===== src/rtl/usb_in_ep_pkg.sv =====
package usb_in_ep_pkg;
  typedef enum logic [1:0] {
    EP_IDLE    = 2'd0,
    EP_ARMED   = 2'd1,
    EP_SEND    = 2'd2,
    EP_WAIT_HS = 2'd3
  } ep_state_e;

  localparam logic [1:0] RSP_NONE = 2'd0;
  localparam logic [1:0] RSP_NAK  = 2'd1;
  localparam logic [1:0] RSP_DATA = 2'd2;
endpackage


===== src/rtl/usb_in_ep_buf.sv =====
module usb_in_ep_buf #(
  parameter int DEPTH = 64,
  parameter int DW    = 8,
  localparam int AW   = $clog2(DEPTH)
) (
  input  logic          clk,
  input  logic          wr_en,
  input  logic [AW-1:0] wr_addr,
  input  logic [DW-1:0] wr_data,
  input  logic [AW-1:0] rd_addr,
  output logic [DW-1:0] rd_data
);
  logic [DW-1:0] mem [DEPTH];

  // one enabled register per entry, no reset on storage
  for (genvar g = 0; g < DEPTH; g++) begin : g_ent
    logic ent_en;
    assign ent_en = wr_en && (wr_addr == AW'(g));
    always_ff @(posedge clk) begin
      if (ent_en) begin
        mem[g] <= wr_data;
      end
    end
  end

  assign rd_data = mem[rd_addr];
endmodule


===== src/rtl/usb_in_ep_seq.sv =====
module usb_in_ep_seq
  import usb_in_ep_pkg::*;
#(
  parameter int MAX_PKT = 64,
  parameter int BCW     = 8,
  localparam int AW     = $clog2(MAX_PKT),
  localparam int LW     = $clog2(MAX_PKT + 1)
) (
  input  logic           clk,
  input  logic           rst_n,
  input  logic           bc_we,
  input  logic [BCW-1:0] bc_wdata,
  input  logic           tok_in,
  input  logic           hs_ack,
  input  logic           hs_timeout,
  input  logic           tx_ready,
  output logic           busy,
  output logic           rsp_valid,
  output logic [1:0]     rsp_kind,
  output logic [LW-1:0]  rsp_len,
  output logic [AW-1:0]  rd_addr,
  output logic           tx_valid,
  output logic           tx_last,
  output logic           ack_done
);
  ep_state_e     state_q, state_d;
  logic [LW-1:0] len_q, len_d;
  logic [LW-1:0] idx_q, idx_d;
  logic          rsp_valid_q, rsp_valid_d;
  logic [1:0]    rsp_kind_q, rsp_kind_d;
  logic [LW-1:0] rsp_len_q, rsp_len_d;
  logic          len_en, idx_en, rsp_en;
  logic [LW-1:0] bc_clamped;

  assign bc_clamped = (bc_wdata > BCW'(MAX_PKT)) ? LW'(MAX_PKT) : bc_wdata[LW-1:0];

  assign busy     = (state_q != EP_IDLE);
  assign tx_valid = (state_q == EP_SEND);
  assign tx_last  = tx_valid && (idx_q == (len_q - LW'(1)));
  assign rd_addr  = idx_q[AW-1:0];

  // next-state process
  always_comb begin
    state_d     = state_q;
    len_d       = len_q;
    idx_d       = idx_q;
    rsp_valid_d = 1'b0;
    rsp_kind_d  = rsp_kind_q;
    rsp_len_d   = rsp_len_q;
    len_en      = 1'b0;
    idx_en      = 1'b0;
    rsp_en      = 1'b0;
    ack_done    = 1'b0;
    unique case (state_q)
      EP_IDLE: begin
        if (bc_we) begin
          len_d   = bc_clamped;
          len_en  = 1'b1;
          state_d = EP_ARMED;
        end
        if (tok_in) begin
          rsp_valid_d = 1'b1;
          rsp_kind_d  = RSP_NAK;
          rsp_len_d   = '0;
          rsp_en      = 1'b1;
        end
      end
      EP_ARMED: begin
        if (tok_in) begin
          rsp_valid_d = 1'b1;
          rsp_kind_d  = RSP_DATA;
          rsp_len_d   = len_q;
          rsp_en      = 1'b1;
          idx_d       = '0;
          idx_en      = 1'b1;
          state_d     = (len_q == '0) ? EP_WAIT_HS : EP_SEND;
        end
      end
      EP_SEND: begin
        if (tx_ready) begin
          if (tx_last) begin
            state_d = EP_WAIT_HS;
          end else begin
            idx_d  = idx_q + LW'(1);
            idx_en = 1'b1;
          end
        end
      end
      EP_WAIT_HS: begin
        if (hs_ack) begin
          state_d  = EP_IDLE;
          ack_done = 1'b1;
        end else if (hs_timeout) begin
          state_d = EP_ARMED;
          idx_d   = '0;
          idx_en  = 1'b1;
        end
      end
      default: state_d = EP_IDLE;
    endcase
  end

  // register process
  always_ff @(posedge clk or negedge rst_n) begin
    if (!rst_n) begin
      state_q     <= EP_IDLE;
      len_q       <= '0;
      idx_q       <= '0;
      rsp_valid_q <= 1'b0;
      rsp_kind_q  <= RSP_NONE;
      rsp_len_q   <= '0;
    end else begin
      state_q     <= state_d;
      rsp_valid_q <= rsp_valid_d;
      if (len_en) len_q <= len_d;
      if (idx_en) idx_q <= idx_d;
      if (rsp_en) begin
        rsp_kind_q <= rsp_kind_d;
        rsp_len_q  <= rsp_len_d;
      end
    end
  end

  assign rsp_valid = rsp_valid_q;
  assign rsp_kind  = rsp_kind_q;
  assign rsp_len   = rsp_len_q;


  nak_on_idle_chk: assert property (@(posedge clk) disable iff (!rst_n)
    (tok_in && state_q == EP_IDLE) |=> (rsp_valid && rsp_kind == RSP_NAK));


  arm_sets_busy_chk: assert property (@(posedge clk) disable iff (!rst_n)
    (bc_we && !busy) |=> busy);


  data_len_chk: assert property (@(posedge clk) disable iff (!rst_n)
    (tok_in && state_q == EP_ARMED) |=> (rsp_valid && rsp_kind == RSP_DATA && rsp_len == $past(len_q)));


  len_clamp_chk: assert property (@(posedge clk) disable iff (!rst_n)
    busy |-> (len_q <= LW'(MAX_PKT)));


  busy_bc_ignored_chk: assert property (@(posedge clk) disable iff (!rst_n)
    (bc_we && busy) |=> (len_q == $past(len_q)));


  timeout_keeps_busy_chk: assert property (@(posedge clk) disable iff (!rst_n)
    (state_q == EP_WAIT_HS && hs_timeout && !hs_ack) |=> (busy && !tx_valid));
endmodule


===== src/rtl/usb_in_ep_irq.sv =====
module usb_in_ep_irq (
  input  logic clk,
  input  logic rst_n,
  input  logic ack_evt,
  input  logic ien_we,
  input  logic ien_wdata,
  input  logic clr,
  output logic pend,
  output logic irq
);
  logic pend_q, pend_d;
  logic ien_q;

  always_comb begin
    pend_d = pend_q;
    if (clr)     pend_d = 1'b0;
    if (ack_evt) pend_d = 1'b1;
  end

  always_ff @(posedge clk or negedge rst_n) begin
    if (!rst_n) begin
      pend_q <= 1'b0;
      ien_q  <= 1'b0;
    end else begin
      pend_q <= pend_d;
      if (ien_we) ien_q <= ien_wdata;
    end
  end

  assign pend = pend_q;
  assign irq  = pend_q && ien_q;


  irq_set_chk: assert property (@(posedge clk) disable iff (!rst_n)
    ack_evt |=> pend_q);


  irq_clr_chk: assert property (@(posedge clk) disable iff (!rst_n)
    (clr && !ack_evt) |=> !pend_q);
endmodule


===== src/rtl/usb_in_ep_ctrl.sv =====
module usb_in_ep_ctrl #(
  parameter int MAX_PKT = 64,
  parameter int DW      = 8,
  parameter int BCW     = 8,
  localparam int AW     = $clog2(MAX_PKT),
  localparam int LW     = $clog2(MAX_PKT + 1)
) (
  input  logic           clk,
  input  logic           rst_n,
  input  logic           cpu_buf_we,
  input  logic [AW-1:0]  cpu_buf_addr,
  input  logic [DW-1:0]  cpu_buf_wdata,
  input  logic           cpu_bc_we,
  input  logic [BCW-1:0] cpu_bc_wdata,
  input  logic           cpu_ien_we,
  input  logic           cpu_ien_wdata,
  input  logic           cpu_irq_clr,
  output logic           cpu_busy,
  output logic           cpu_irq_pend,
  output logic           cpu_irq,
  input  logic           tok_in,
  input  logic           hs_ack,
  input  logic           hs_timeout,
  output logic           rsp_valid,
  output logic [1:0]     rsp_kind,
  output logic [LW-1:0]  rsp_len,
  input  logic           tx_ready,
  output logic           tx_valid,
  output logic [DW-1:0]  tx_data,
  output logic           tx_last
);
  logic [1:0]    rst_sync_q;
  logic          rst_int_n;
  logic [AW-1:0] rd_addr;
  logic          ack_done;

  // reset asserts at once, releases on a clock edge
  always_ff @(posedge clk or negedge rst_n) begin
    if (!rst_n) rst_sync_q <= 2'b00;
    else        rst_sync_q <= {rst_sync_q[0], 1'b1};
  end
  assign rst_int_n = rst_sync_q[1];

  usb_in_ep_buf #(.DEPTH(MAX_PKT), .DW(DW)) u_buf (
    .clk     (clk),
    .wr_en   (cpu_buf_we),
    .wr_addr (cpu_buf_addr),
    .wr_data (cpu_buf_wdata),
    .rd_addr (rd_addr),
    .rd_data (tx_data)
  );

  usb_in_ep_seq #(.MAX_PKT(MAX_PKT), .BCW(BCW)) u_seq (
    .clk        (clk),
    .rst_n      (rst_int_n),
    .bc_we      (cpu_bc_we),
    .bc_wdata   (cpu_bc_wdata),
    .tok_in     (tok_in),
    .hs_ack     (hs_ack),
    .hs_timeout (hs_timeout),
    .tx_ready   (tx_ready),
    .busy       (cpu_busy),
    .rsp_valid  (rsp_valid),
    .rsp_kind   (rsp_kind),
    .rsp_len    (rsp_len),
    .rd_addr    (rd_addr),
    .tx_valid   (tx_valid),
    .tx_last    (tx_last),
    .ack_done   (ack_done)
  );

  usb_in_ep_irq u_irq (
    .clk       (clk),
    .rst_n     (rst_int_n),
    .ack_evt   (ack_done),
    .ien_we    (cpu_ien_we),
    .ien_wdata (cpu_ien_wdata),
    .clr       (cpu_irq_clr),
    .pend      (cpu_irq_pend),
    .irq       (cpu_irq)
  );


  reset_quiet_chk: assert property (@(posedge clk) disable iff (!rst_int_n)
    $rose(rst_int_n) |-> (!cpu_busy && !cpu_irq_pend && !rsp_valid && !tx_valid));
endmodule


===== config.mk =====
export PLATFORM = sky130hd
export DESIGN_NAME = usb_in_ep_ctrl
export DESIGN_NICKNAME = d
export VERILOG_FILES = /design/src/rtl/usb_in_ep_pkg.sv /design/src/rtl/usb_in_ep_buf.sv /design/src/rtl/usb_in_ep_seq.sv /design/src/rtl/usb_in_ep_irq.sv /design/src/rtl/usb_in_ep_ctrl.sv
export SDC_FILE = /design/constraint.sdc
export NUM_CORES = 1
export LEC_CHECK = 0
export ABC_AREA = 0
export BUFFER_PORTS_ARGS = -buffer_cell sky130_fd_sc_hd__buf_2
export CAP_MARGIN = 20
export CORE_ASPECT_RATIO = 1.2
export CORE_UTILIZATION = 35
export CTS_BUF_LIST = sky130_fd_sc_hd__clkbuf_2
export CTS_CLUSTER_DIAMETER = 120
export DETAILED_ROUTE_END_ITERATION = 6
export PLACE_DENSITY = 0.59
export SLEW_MARGIN = 0
export SYNTH_ARGS = -nofsm -noshare
export SYNTH_HDL_FRONTEND = slang
export SYNTH_HIERARCHICAL = 1
export SYNTH_SLANG_ARGS = --single-unit
export TNS_END_PERCENT = 30

===== constraint.sdc =====
create_clock -name clk -period 3.1 [get_ports clk]
set_input_delay 0.465 -clock clk [delete_from_list [all_inputs] [get_ports clk]]
set_output_delay 0.465 -clock clk [all_outputs]
set_load 0.05 [all_outputs]

==> results of run 1 <==
==> report_power, final <==
part / total (mW) / switching (mW) / internal, mW
clock: 4.67 / 2.81 / 1.85
combinational: 4.11 / 2.10 / 2.00
sequential: 8.34 / 0.161 / 8.18
==> per-stage QoR <==
step                instances  setup WS (ns)  TNS (ns)  hold WS (ns)  cell area, um2
floorplan                1080          0.167         0         0.169           21700
global placement         1990       -0.00384  -0.00384         0.250           23600
detailed placement       1990       -0.00842  -0.00842         0.251           23600
CTS                      2291          -1.34    -11.32        0.0103           25700
global route             2305          -1.32    -11.22      -0.00557           25900
finish                   2305          -1.13     -9.44         0.100           25900
==> layer usage <==
| layer | GRT usage [%] | wire length [um] |
|---|---|---|
| met1 | 20.8 | 21700 |
| met2 | 28.5 | 26500 |
| met3 | 4.11 | 2720 |
| met4 | 5.91 | 894 |
| met5 | 0 | 0 |
==> final cells by class <==
class / count / area (um2)
Clock inverter: 33 / 225
Antenna cell: 3 / 7.51
Sequential cell: 542 / 16100
Inverter: 13 / 48.8
Multi-Input combinational cell: 459 / 5190
Fill cell: 5420 / 35200
Tap cell: 808 / 1010
Clock buffer: 193 / 966
Timing Repair Buffer: 254 / 2330
==> worst register-to-register path, delay by kind of cell, from the launching register on <==
family | cells | cell delay (ns)
compound gates | 5 | 1.30
buf+inv | 2 | 0.78
flops | 1 | 0.69
xor+xnor | 1 | 0.12
==> cell usage in the layout (no fill, tap or decap), types with 4 or more instances in the layout <==
master,count
clkinv_2,4
clkbuf_2,193
nor3_1,5
a31oi_1,5
buf_6,10
o211ai_1,7
nand3_1,18
nor2_1,80
buf_2,45
clkinv_1,17
buf_12,15
a211oi_2,4
nand2_1,28
edfxtp_1,512
nand2b_1,5
a22oi_1,4
mux2i_1,29
a211oi_1,5
dfrtp_1,25
clkinv_4,6
o221ai_1,5
a21oi_1,14
inv_1,13
a22o_1,13
mux4_2,133
nor2b_1,10
a211o_1,4
o21ai_0,8
ha_1,5
and2_1,4
and3_1,4
o22ai_1,6
dlygate4sd3_1,60
xnor2_1,4
buf_4,113
==> logic make-up after synthesis <==
group | share of synthesized area [%]
compound gates | 3.50
flops | 74.3
xor+xnor | 0.242
other cells | 0.0173
buf+inv | 2.03
mux | 15.8
simple gates | 3.63
fa+ha+maj | 0.392
==> flip-flops by register name, indices dropped and copies added (netlist names) <==
signal	count
u_seq/state_q	2
u_seq/rsp_len	7
u_seq/rsp_valid	1
u_seq/rsp_kind	2
u_irq/ien_q	1
u_irq/pend	1
u_buf/mem	512
u_seq/len_q	7
rst_sync_q	2
u_seq/idx_q	7
==> final timing paths <==
check,startpoint,end
worst max-delay path,u_seq/idx_q[0],tx_data[7]
worst min-delay path,cpu_buf_wdata[6],u_buf/mem[36][6]
worst max register to register,u_seq/idx_q[2],u_seq/state_q[0]
worst min register to register,rst_sync_q[1],u_irq/ien_q
max in group asynchronous,rst_n,rst_sync_q[0]
min in group asynchronous,rst_sync_q[1],u_irq/ien_q
==> timing repair <==
item | CTS | global route
pin swaps | 10 | 17
resized for setup | 37 | 27
hold buffers | 60 | 0
setup endpoints to repair | 9 | 11
gates cloned | 3 | 3
hold endpoints to repair | 966 | 0
setup buffers | 12 | 8
==> flow_results.org, run 1 <==
** Timing
- Setup slack on the critical path of the routed design comes to -1.13 ns.
- The worst path uses 136% of the clock period.
- Number of setup violations in the final report :: 9
- The final hold violation count came to 0.
- Maximum clock frequency :: 237 MHz
- The clock arrives with 0.0413 ns of skew.
- The final max-slew violation count came to 0.
- Least-Margin Pin Slew :: 1.08 ns
- Setup repair after global routing could not meet its margin everywhere.
- The worst path in the final design needs a cycle of 4.23 ns, including I/O delays and setup.
- In this run the tightest slew margin relative to its limit is 27.8%.

** Placement
- The count of buffers added on input and output ports is 55.
- Routability congestion estimate :: 0.779
- Detailed placement finished with a half-perimeter wire length of 31,600 um.

** Drt
- Post-detailed-route DRC marker count :: 0
- Post-route antenna net violation count :: 0
- Detailed-route wire length per cell :: 22.5 um
- Routed Wire Length :: roughly 52,000 um
- Violation count after the first detailed-routing iteration :: 867
- Detailed-router iteration count before antenna repair :: 5
- Using the TritonRoute via totals, the vias-per-cell ratio works out to 5.12.
- Via count :: 11,800

** Status
- The final reports fail on setup timing.
- Run status :: finished with violations

** Synthesis
- The cell area that synthesis handed to floorplanning was 21,700 um2.
- The top cell type by area accounts for around 71% of the synthesized area.
- Sorting the synthesized cells by area gives the leading types as edfxtp_1, mux4_2, dfrtp_1, mux2i_1, nor2_1.
- After synthesis, the mean cell area works out to 20.1 um2.
- In this run, synthesis inferred 512 flip-flops with an integrated enable.
- Summed over all instances, the cell type with the most area after synthesis is edfxtp_1.
- Sequential area share after synthesis :: 74.3%
- List of most frequent post-synthesis cells :: edfxtp_1, mux4_2, nor2_1, mux2i_1, nand2_1
- Synthesized netlist cell count :: 1,080
- Count leader, synth :: edfxtp_1
- Unique cell type count in the Yosys netlist :: 60
- Total of flip-flops plus latches after synthesis :: 542
- Main synth FF type :: edfxtp_1
- The number of nets handed over by synthesis was 1,119.
- The Yosys step of the flow raised 6 warnings.
- Counting flops with an async set or reset pin after synthesis yields a share of 5.54%.

** Global routing
- The number of global-route vias before repair was about 12,000.
- In the global route stage, overall resource usage came out at 16.7%.
- The number of antenna violations at the first check in global routing is 3.
- The first global-routing pass estimated 76,900 um of wire.
- Overall overflow remaining after global route :: 0
- Maximum number of pins on one net before global-route repair :: 65

** Die
- 56 I/O pins were placed.
- Once the floorplan was initialized, standard cells occupied between 30% and 40% of the core.
- The region available for standard cell placement spans between 60,000 and 70,000 um2.
- Horizontal extent of the die :: 229 um
- Placement row count :: 99
- Height of the chip :: 275 um
- Die Footprint :: 63,000 um2

** Setup path
- CP top delay family :: multiplexers
- Worst path slowest cell :: mux4_2
- Crit path DAT :: 3.76 ns
- CP Capture Type :: primary output
- Peak fanout along the critical path :: 8
- The most numerous cell type found on the critical path is mux4_2.
- The signal on the critical path passes through buf_12, buf_16, mux4_2, mux4_2, o211ai_1, nand2_1, buf_6.
- For the worst setup path, the data required time is around 2.6 ns.
- Instance count on the critical path :: 7
- The critical path in this run is classified as flop to primary output.
- Minimum setup slack among reg-to-reg paths :: 0.16 ns
- Critical path buffer and inverter count :: 3
- On the worst path, the slowest cell contributes a delay of about 0.53 ns.
- FF-to-FF path depth :: 8
- STA classifies the critical path startpoint as a flop.

** Final layout
- Signed area change from the synthesized netlist to the final layout :: 19.5%
- Cells with a size suffix above 1 make up 37.9% of the layout.
- For this run, the share of the core covered by cells in the final layout is 42.4%.
- Number of nets at the end of the flow :: roughly 1,400

** Power and ir drop
- Total power after layout :: about 17 mW
- Static leakage :: 8.66 nW
- IR analysis of the VDD net gives a maximum drop of 0.274 mV.
- Power spread over the standard cell area amounts to 660 nW/um2.

** Clock tree
- Library cell used as clock root buffer :: clkbuf_2
- After clock tree synthesis, the clock-pin slew on the worst setup and hold paths is 0.10 ns.
- Number of H-tree levels :: 4
- Clk buf depth :: 3
- The tree built by TritonCTS fans out to around 540 sinks.
- TritonCTS created around 140 clock buffers.
- Worst skew pair latency :: 1.24 ns
- TritonCTS clock tree :: done

** Min path
- Path category of the worst min-delay check :: input port to flop
- Along the worst hold path, the cell count comes to 2.

** Job
- The tool flagged a number of max-cap violations equal to 0.
(Power assumes the default switching activity.)
==> inputs of run 2 (changes only) <==
BUFFER_PORTS_ARGS = -buffer_cell sky130_fd_sc_hd__buf_4   (was -buffer_cell sky130_fd_sc_hd__buf_2)
SLEW_MARGIN = unset   (was 0)
==> run 2 against run 1 <==
  * The flow still finishes with violations (setup timing)
  * Register-to-register slack barely moved
  * Fmax fell by 0.23%
  * Die area did not move
  * Flip-flop and latch count did not move
  * Critical endpoint is now tx_data[5]
==> flow_results.org, run 2 (same netlist as run 1, synthesis figures left out) <==
** Drt
- Post-detailed-route DRC marker count :: 0
- Detailed-route wire length per cell :: 21.6 um
- The detailed router finished its first iteration with 878 violations.
- Vias per Instance :: 5.08
- For this block, the routed nets add up to 49,900 um of wire.
- The count of nets left with antenna violations once routing finished came out at 0.
- For this block, the via count after detailed routing is 11,800.
- Before antenna repair, the detailed router went through 5 iterations.

** Status
- Violated checks :: setup timing
- Run status :: finished with violations

** Timing
- The final max-slew violation count came to 0.
- Skew final :: 0.0221 ns
- Final min period :: 4.24 ns
- Setup repair after global routing could not meet its margin everywhere.
- For the pin with the worst max-slew slack, the measured transition is just under 0.8 ns.
- Post-layout worst setup margin :: -1.14 ns
- The final hold violation count was 0.
- Setup violations remaining at the end of the flow were counted as 9.
- Worst hold slack across all endpoints :: 0.249 ns
- Timing would allow up to 236 MHz.
- Relative slew margins :: 47.3%
- Final worst path period share :: 137%

** Final layout
- Most frequent cells in the layout :: edfxtp_1, clkbuf_2, buf_4, mux4_2, nor2_1
- In the final layout, the share of cells above drive strength 1 is between 30% and 40%.
- Signed area change from the synthesized netlist to the final layout :: 20.0%
- Max reg flops :: roughly 500
- After the flow finishes, the layout carries non-filler instances totaling between 2,000 and 2,500.
- Measured on the finished design, the core utilization comes to 42.6%.
- Most frequent standard cell in the layout excluding fill and tap cells :: edfxtp_1
- Final instance area :: 26,000 um2
- Number of nets at the end of the flow :: 1,442
- Counting flops per register, the top entry is u_buf/mem.

** Clock tree
- Clock tree synthesis selected as its root buffer the cell clkbuf_2.
- Clock-pin slew on the worst setup and hold paths :: 0.10 ns
- Worst skew pair latency :: 1.20 ns
- TritonCTS created 133 clock buffers.
- Number of H-tree levels :: 4
- In this run the deepest clock path goes through 3 buffers.
- TritonCTS clock tree :: done
- Total clock sinks :: 542

** Setup path
- In this run the critical register-to-register path is launched from u_seq/idx_q[0].
- Worst setup path category :: flop to primary output
- STA classifies the critical path endpoint as a primary output.
- Launching instance or port of the critical path :: u_seq/idx_q[0]
- For flop-to-flop paths, the worst setup slack is between 0.15 and 0.2 ns.
- For the worst setup path, the data arrival time is 3.77 ns.
- Element type at the critical path start :: flop
- The critical path ends at tx_data[5].
- Counting cells, the worst reg-to-reg path comes to 11.
- The signal on the critical path passes through buf_6, buf_12, buf_12, mux4_2, mux4_2, nor3b_1, a211o_1, buf_6.
- Peak fanout along the critical path :: 7
- Worst path slowest cell :: dfrtp_4
- The worst register-to-register path ends at u_seq/idx_q[4].
- Largest stage delay, worst path :: between 0.5 and 0.6 ns
- Required time worst endpoint :: 2.63 ns

** Die
- In this run the horizontal extent of the chip is 229 um.
- Height of the chip :: 275 um
- Initial Util :: 35.5%
- In this run the standard cell core region covers 61,100 um2.
- Placement row count :: 99
- The die covers 63,000 um2.
- Count of boundary I/O pins :: 56

** Global routing
- Global routing finished with a remaining overflow of 0.
- Number of antenna violations at the first check in global routing :: 1
- Global-route wire length before repair :: ~76,000 um
- All-Layer GR Usage :: 16.3%
- Vias in the first global route :: 12,300
- Maximum number of pins on one net before global-route repair :: 65

** Job
- The tool flagged a number of max-cap violations equal to 0.

** Placement
- At the end of routability-driven placement, the weighted congestion stood at 0.789.
- During placement, the flow inserted port buffers numbering between 50 and 60.
- Detailed placer's ending HPWL :: 30,500 um
- Worst-case setup slack after placement :: 0.0508 ns
- Instance count after placement with tap cells included :: 1,990
- Instance area after placement :: 23,700 um2

** Power and ir drop
- In this run the static leakage power is 8.69 nW.
- Max VDD drop :: about 0.26 mV
- Ratio of total power to cell area :: 665 nW/um2

** Min path
- Path category of the worst min-delay check :: input port to flop
run 2: cell types whose count changed in the layout (fill, tap and decap cells not counted), moves of 3 or more:
| cell | change |
|---|---|
| clkinv_1 | +19 |
| clkinv_4 | -6 |
| mux4_2 | -3 |
| buf_8 | -3 |
| buf_2 | -45 |
| buf_6 | +5 |
| clkbuf_16 | -3 |
| clkbuf_2 | -7 |
| inv_2 | +3 |
| clkinvlp_4 | +3 |
| mux4_1 | +3 |
| buf_4 | +46 |
run 2: cell type report:
type / instances / area (um2)
multi-input combinational: 459 / 5180
fill: 5373 / 35000
clock buffer: 186 / 931
clock inverter: 51 / 319
antenna: 1 / 2.50
inverter: 13 / 48.8
tap: 808 / 1010
timing repair buffer: 254 / 2390
sequential: 542 / 16100
run 2: worst min path at each step:
stage           start               to  depth (start not counted)
2_1_floorplan   rst_n    rst_sync_q[0]                          0
3_3_place_gp    rst_n    rst_sync_q[1]                          1
3_5_place_dp    rst_n    rst_sync_q[1]                          1
4_1_cts        tok_in  u_seq/rsp_valid                          4
5_1_grt        tok_in  u_seq/rsp_valid                          4
6_report       tok_in  u_seq/rsp_valid                          4
run 2: power breakdown:
part	leakage (nW)	switching (mW)	internal [mW]	total, mW
clock network	0.915	2.82	1.97	4.79
registers	4.99	0.172	8.18	8.35
logic	2.78	2.09	2.06	4.16
run 2: routing by layer:
layer | GRT usage, % | routed length, um | vias to the layer above
met5 | 0 | 0 | -
met4 | 4.56 | 708 | 0
met3 | 4.67 | 2930 | 64
met2 | 28.0 | 25700 | 407
met1 | 20.0 | 20600 | 6097
li1 | - | - | 5191
run 2: through the flow:
step	setup TNS (ns)	power (mW)
after floorplan	0	11.0
after detailed placement	0	12.1
after global placement	0	12.0
after CTS	-10.72	17.5
final	-8.96	17.3
after global routing	-11.41	18.1
run 2: timing repair:
| item | in CTS | in global routing |
|---|---|---|
| resized for setup | 45 | 1 |
| hold buffers | 62 | 0 |
| gates cloned | 3 | 0 |
| pin swaps | 13 | 5 |
| endpoints found under the hold margin | 1022 | 0 |
| setup endpoints to repair | 9 | 10 |
| buffers inserted | 21 | 0 |
run 2: critical path, delay by kind of cell, from the launching register on:
family | cells | cell delay [ns]
mux | 2 | 0.95
buf+inv | 4 | 0.62
flops | 1 | 0.54
compound gates | 1 | 0.32
simple gates | 1 | 0.15
==> inputs of run 3 (changes only) <==
CORE_ASPECT_RATIO = 0.9   (was 1.2)
REMOVE_ABC_BUFFERS = 1   (was unset)
==> run 3 against run 2 <==
  * The flow still finishes with violations (setup timing)
  * First-iteration DRC count up 21%
  * Clock power increased by 3%
  * Via count fell by 0.13%
  * Cell count down 2.0%
  * Utilization decreased by 0.57 points
  * Register-to-register slack gained 0.05 ns
  * Flip-flop and latch count did not move
  * Non-clock buffer count down 29
  * Critical path type unchanged
  * Critical endpoint is now tx_data[1]
  * Largest power group unchanged
==> flow_results.org, run 3 (same netlist as run 1, synthesis figures left out) <==
** Drt
- The first routing iteration left between 1,000 and 1,500 violations.
- Using the TritonRoute via totals, the vias-per-cell ratio works out to 5.18.
- In the routed design, unresolved DRC markers number 0.
- Via count :: 11,700
- The detail route stage leaves a number of antenna-violating nets equal to 0.
- For this block, the routed nets add up to 51,600 um of wire.
- In the final routed layout, each cell accounts on average for 22.8 um.
- Detailed-router iteration count before antenna repair :: 5

** Global routing
- In the global route stage, met2 resource usage came out at 24.6%.
- Overall overflow remaining after global route :: 0
- For met1 alone, demand over resource in global routing was 24.0%.
- Most used routing layer in global routing :: met2
- Maximum number of pins on one net before global-route repair :: 65
- Vias in the first global route :: 12,200
- The first global-routing pass estimated between 70,000 and 80,000 um of wire.
- Number of antenna violations at the first check in global routing :: 4
- Global routing usage on met3 :: 5.23%
- All-Layer GR Usage :: 16.8%

** Clock tree
- Clk buf depth :: 3
- Counting every sink on the clock net gives roughly 540.
- Number of H-tree levels :: 4
- For the worst-skew pair, the clock arrives at the later sink with an insertion delay of roughly 1.1 ns.
- Clock-pin slew on the worst setup and hold paths :: 0.12 ns
- Inserted Clock Buffers :: 134
- TritonCTS built the clock tree.
- The tree is rooted in a clkbuf_2.

** Job
- Max cap viols :: 0

** Setup path
- Minimum setup slack among reg-to-reg paths :: 0.21 ns
- FF-to-FF path depth :: 9
- The worst setup path is of the flop to primary output kind.
- At the worst endpoint, the required time is ~2.6 ns.
- Of all nets on the critical path, the largest fanout is 10.
- In this run the critical register-to-register path is launched from u_seq/len_q[1].
- The worst setup path is captured at a primary output.
- Crit path DAT :: ~3.6 ns
- The worst register-to-register path ends at u_seq/state_q[0].
- STA classifies the critical path startpoint as a flop.

** Die
- Horizontal extent of the die :: 264 um
- Core ar. :: 61,200 um2
- Initial Util :: 35.4%
- Die Footprint :: ~63,000 um2
- Placement row count :: 86
- Count of boundary I/O pins :: 56
- The die is 238 um tall.

** Timing
- For the pin with the worst max-slew slack, the measured transition is 0.782 ns.
- Final-report max-slew violation count :: 0
- Setup violations remaining at the end of the flow were counted as 9.
- In this run the tightest slew margin relative to its limit is 47.9%.
- RSZ-0062 raised after global routing :: true
- Final worst path period share :: 131%
- Post-layout worst setup margin :: -0.969 ns
- Total negative slack :: -7.95 ns
- Skew final :: 0.0832 ns
- Worst hold slack across all endpoints :: 0.193 ns
- For the finished layout, the period the worst path requires is 4.07 ns.
- Final hold violation count :: 0
- Derived from the worst setup path, the maximum achievable clock frequency is 246 MHz.

** Final layout
- Fill cells in the final layout number 5,412.
- In the layout the commonest cells are edfxtp_1, clkbuf_2, buf_4, mux4_2, nor2_1.
- Compared with the post-synthesis result, the final layout area differs by 18.7%.
- Cells fill around 42% of the core in the end.
- Counting flops per register, the top entry is u_buf/mem.
- Once layout is done, the placed cells without fillers occupy 25,700 um2.
- Most frequent standard cell in the layout excluding fill and tap cells :: edfxtp_1
- The register with the most flip-flops in the layout has approximately 510 of them.
- In the final design database the tool counted between 1,000 and 1,500 nets.
- Share of cells above drive strength 1 :: between 30% and 40%
- Once layout is complete, the cells apart from fillers number 2,268.

** Status
- Run status :: finished with violations
- Violated checks :: setup timing

** Power and ir drop
- Max VDD drop :: 0.372 mV
- Static leakage :: 8.57 nW
- In this run the power density over the cells is 672 nW/um2.
- Total power after layout :: 17.3 mW

** Min path
- The min-delay analysis places its worst path in the category input port to flop.
- The worst hold path passes through 3 cells.
- Startpoint of the worst hold path :: cpu_ien_we
- Worst Hold Path EP :: u_irq/ien_q

** Placement
- Instance area after placement :: 23,800 um2
- Summed over all nets, the half-perimeter wirelength after detailed placement is 31,700 um.
- Worst-case setup slack after placement :: 0.0561 ns
- Port buffering added 55 buffers.
- Counting tap cells, the placed design contains a total of 1,978 instances.
- Routability congestion estimate :: just under 0.8
## run 3: critical path, stage by stage, from the launching register on
cell and delay (ns):
dfrtp_4 0.45, buf_12 0.14, buf_12 0.14, buf_12 0.15, mux4_2 0.49, mux4_2 0.46
o211ai_1 0.31, nand2_1 0.17, buf_6 0.18
## run 3: area by class of cell
cell class | instances | area [um2] | area share, %
Antenna cell | 3 | 7.51 | 0.0292
Clock buffer | 185 | 926 | 3.60
Clock inverter | 49 | 342 | 1.33
Inverter | 13 | 48.8 | 0.190
Multi-Input combinational cell | 459 | 5230 | 20.3
Sequential cell | 542 | 16100 | 62.7
Tap cell | 792 | 991 | 3.85
Timing Repair Buffer | 225 | 2060 | 8.01
## run 3: metal layers
layer | part of all wire (%) | vias up
li1 | - | 5127
met1 | 46 | 6096
met2 | 45 | 436
met3 | 7.6 | 83
met4 | 1.8 | 2
met5 | 0.019 | -
## run 3: worst max path at each step
stage / startpoint / endpoint / cells past startpoint / slack, ns
2_1_floorplan: u_seq/idx_q[0] / tx_data[4] / 5 / -3.98
3_3_place_gp: u_seq/idx_q[0] / tx_data[5] / 7 / 0.04
3_5_place_dp: u_seq/idx_q[0] / tx_data[4] / 7 / 0.06
4_1_cts: u_seq/idx_q[0] / tx_data[3] / 8 / -1.15
5_1_grt: u_seq/idx_q[0] / tx_data[3] / 8 / -1.18
6_report: u_seq/idx_q[0] / tx_data[1] / 8 / -0.97
## run 3: report_power, final
part / internal, mW / leakage, nW / switching (mW)
Combinational: 1.93 / 2.65 / 2.12
Sequential: 8.18 / 4.99 / 0.149
Clock: 2.05 / 0.929 / 2.88
Total: 12.2 / 8.57 / 5.15
## run 3: repair_timing
item                                    4_1_cts  5_1_grt
hold buffers                                 47        0
gates cloned                                  1        0
pin swaps                                    10        7
gates resized for setup                      25       15
endpoints found under the setup margin        9       11
hold endpoints to repair                    610        0
setup buffers                                 5        0
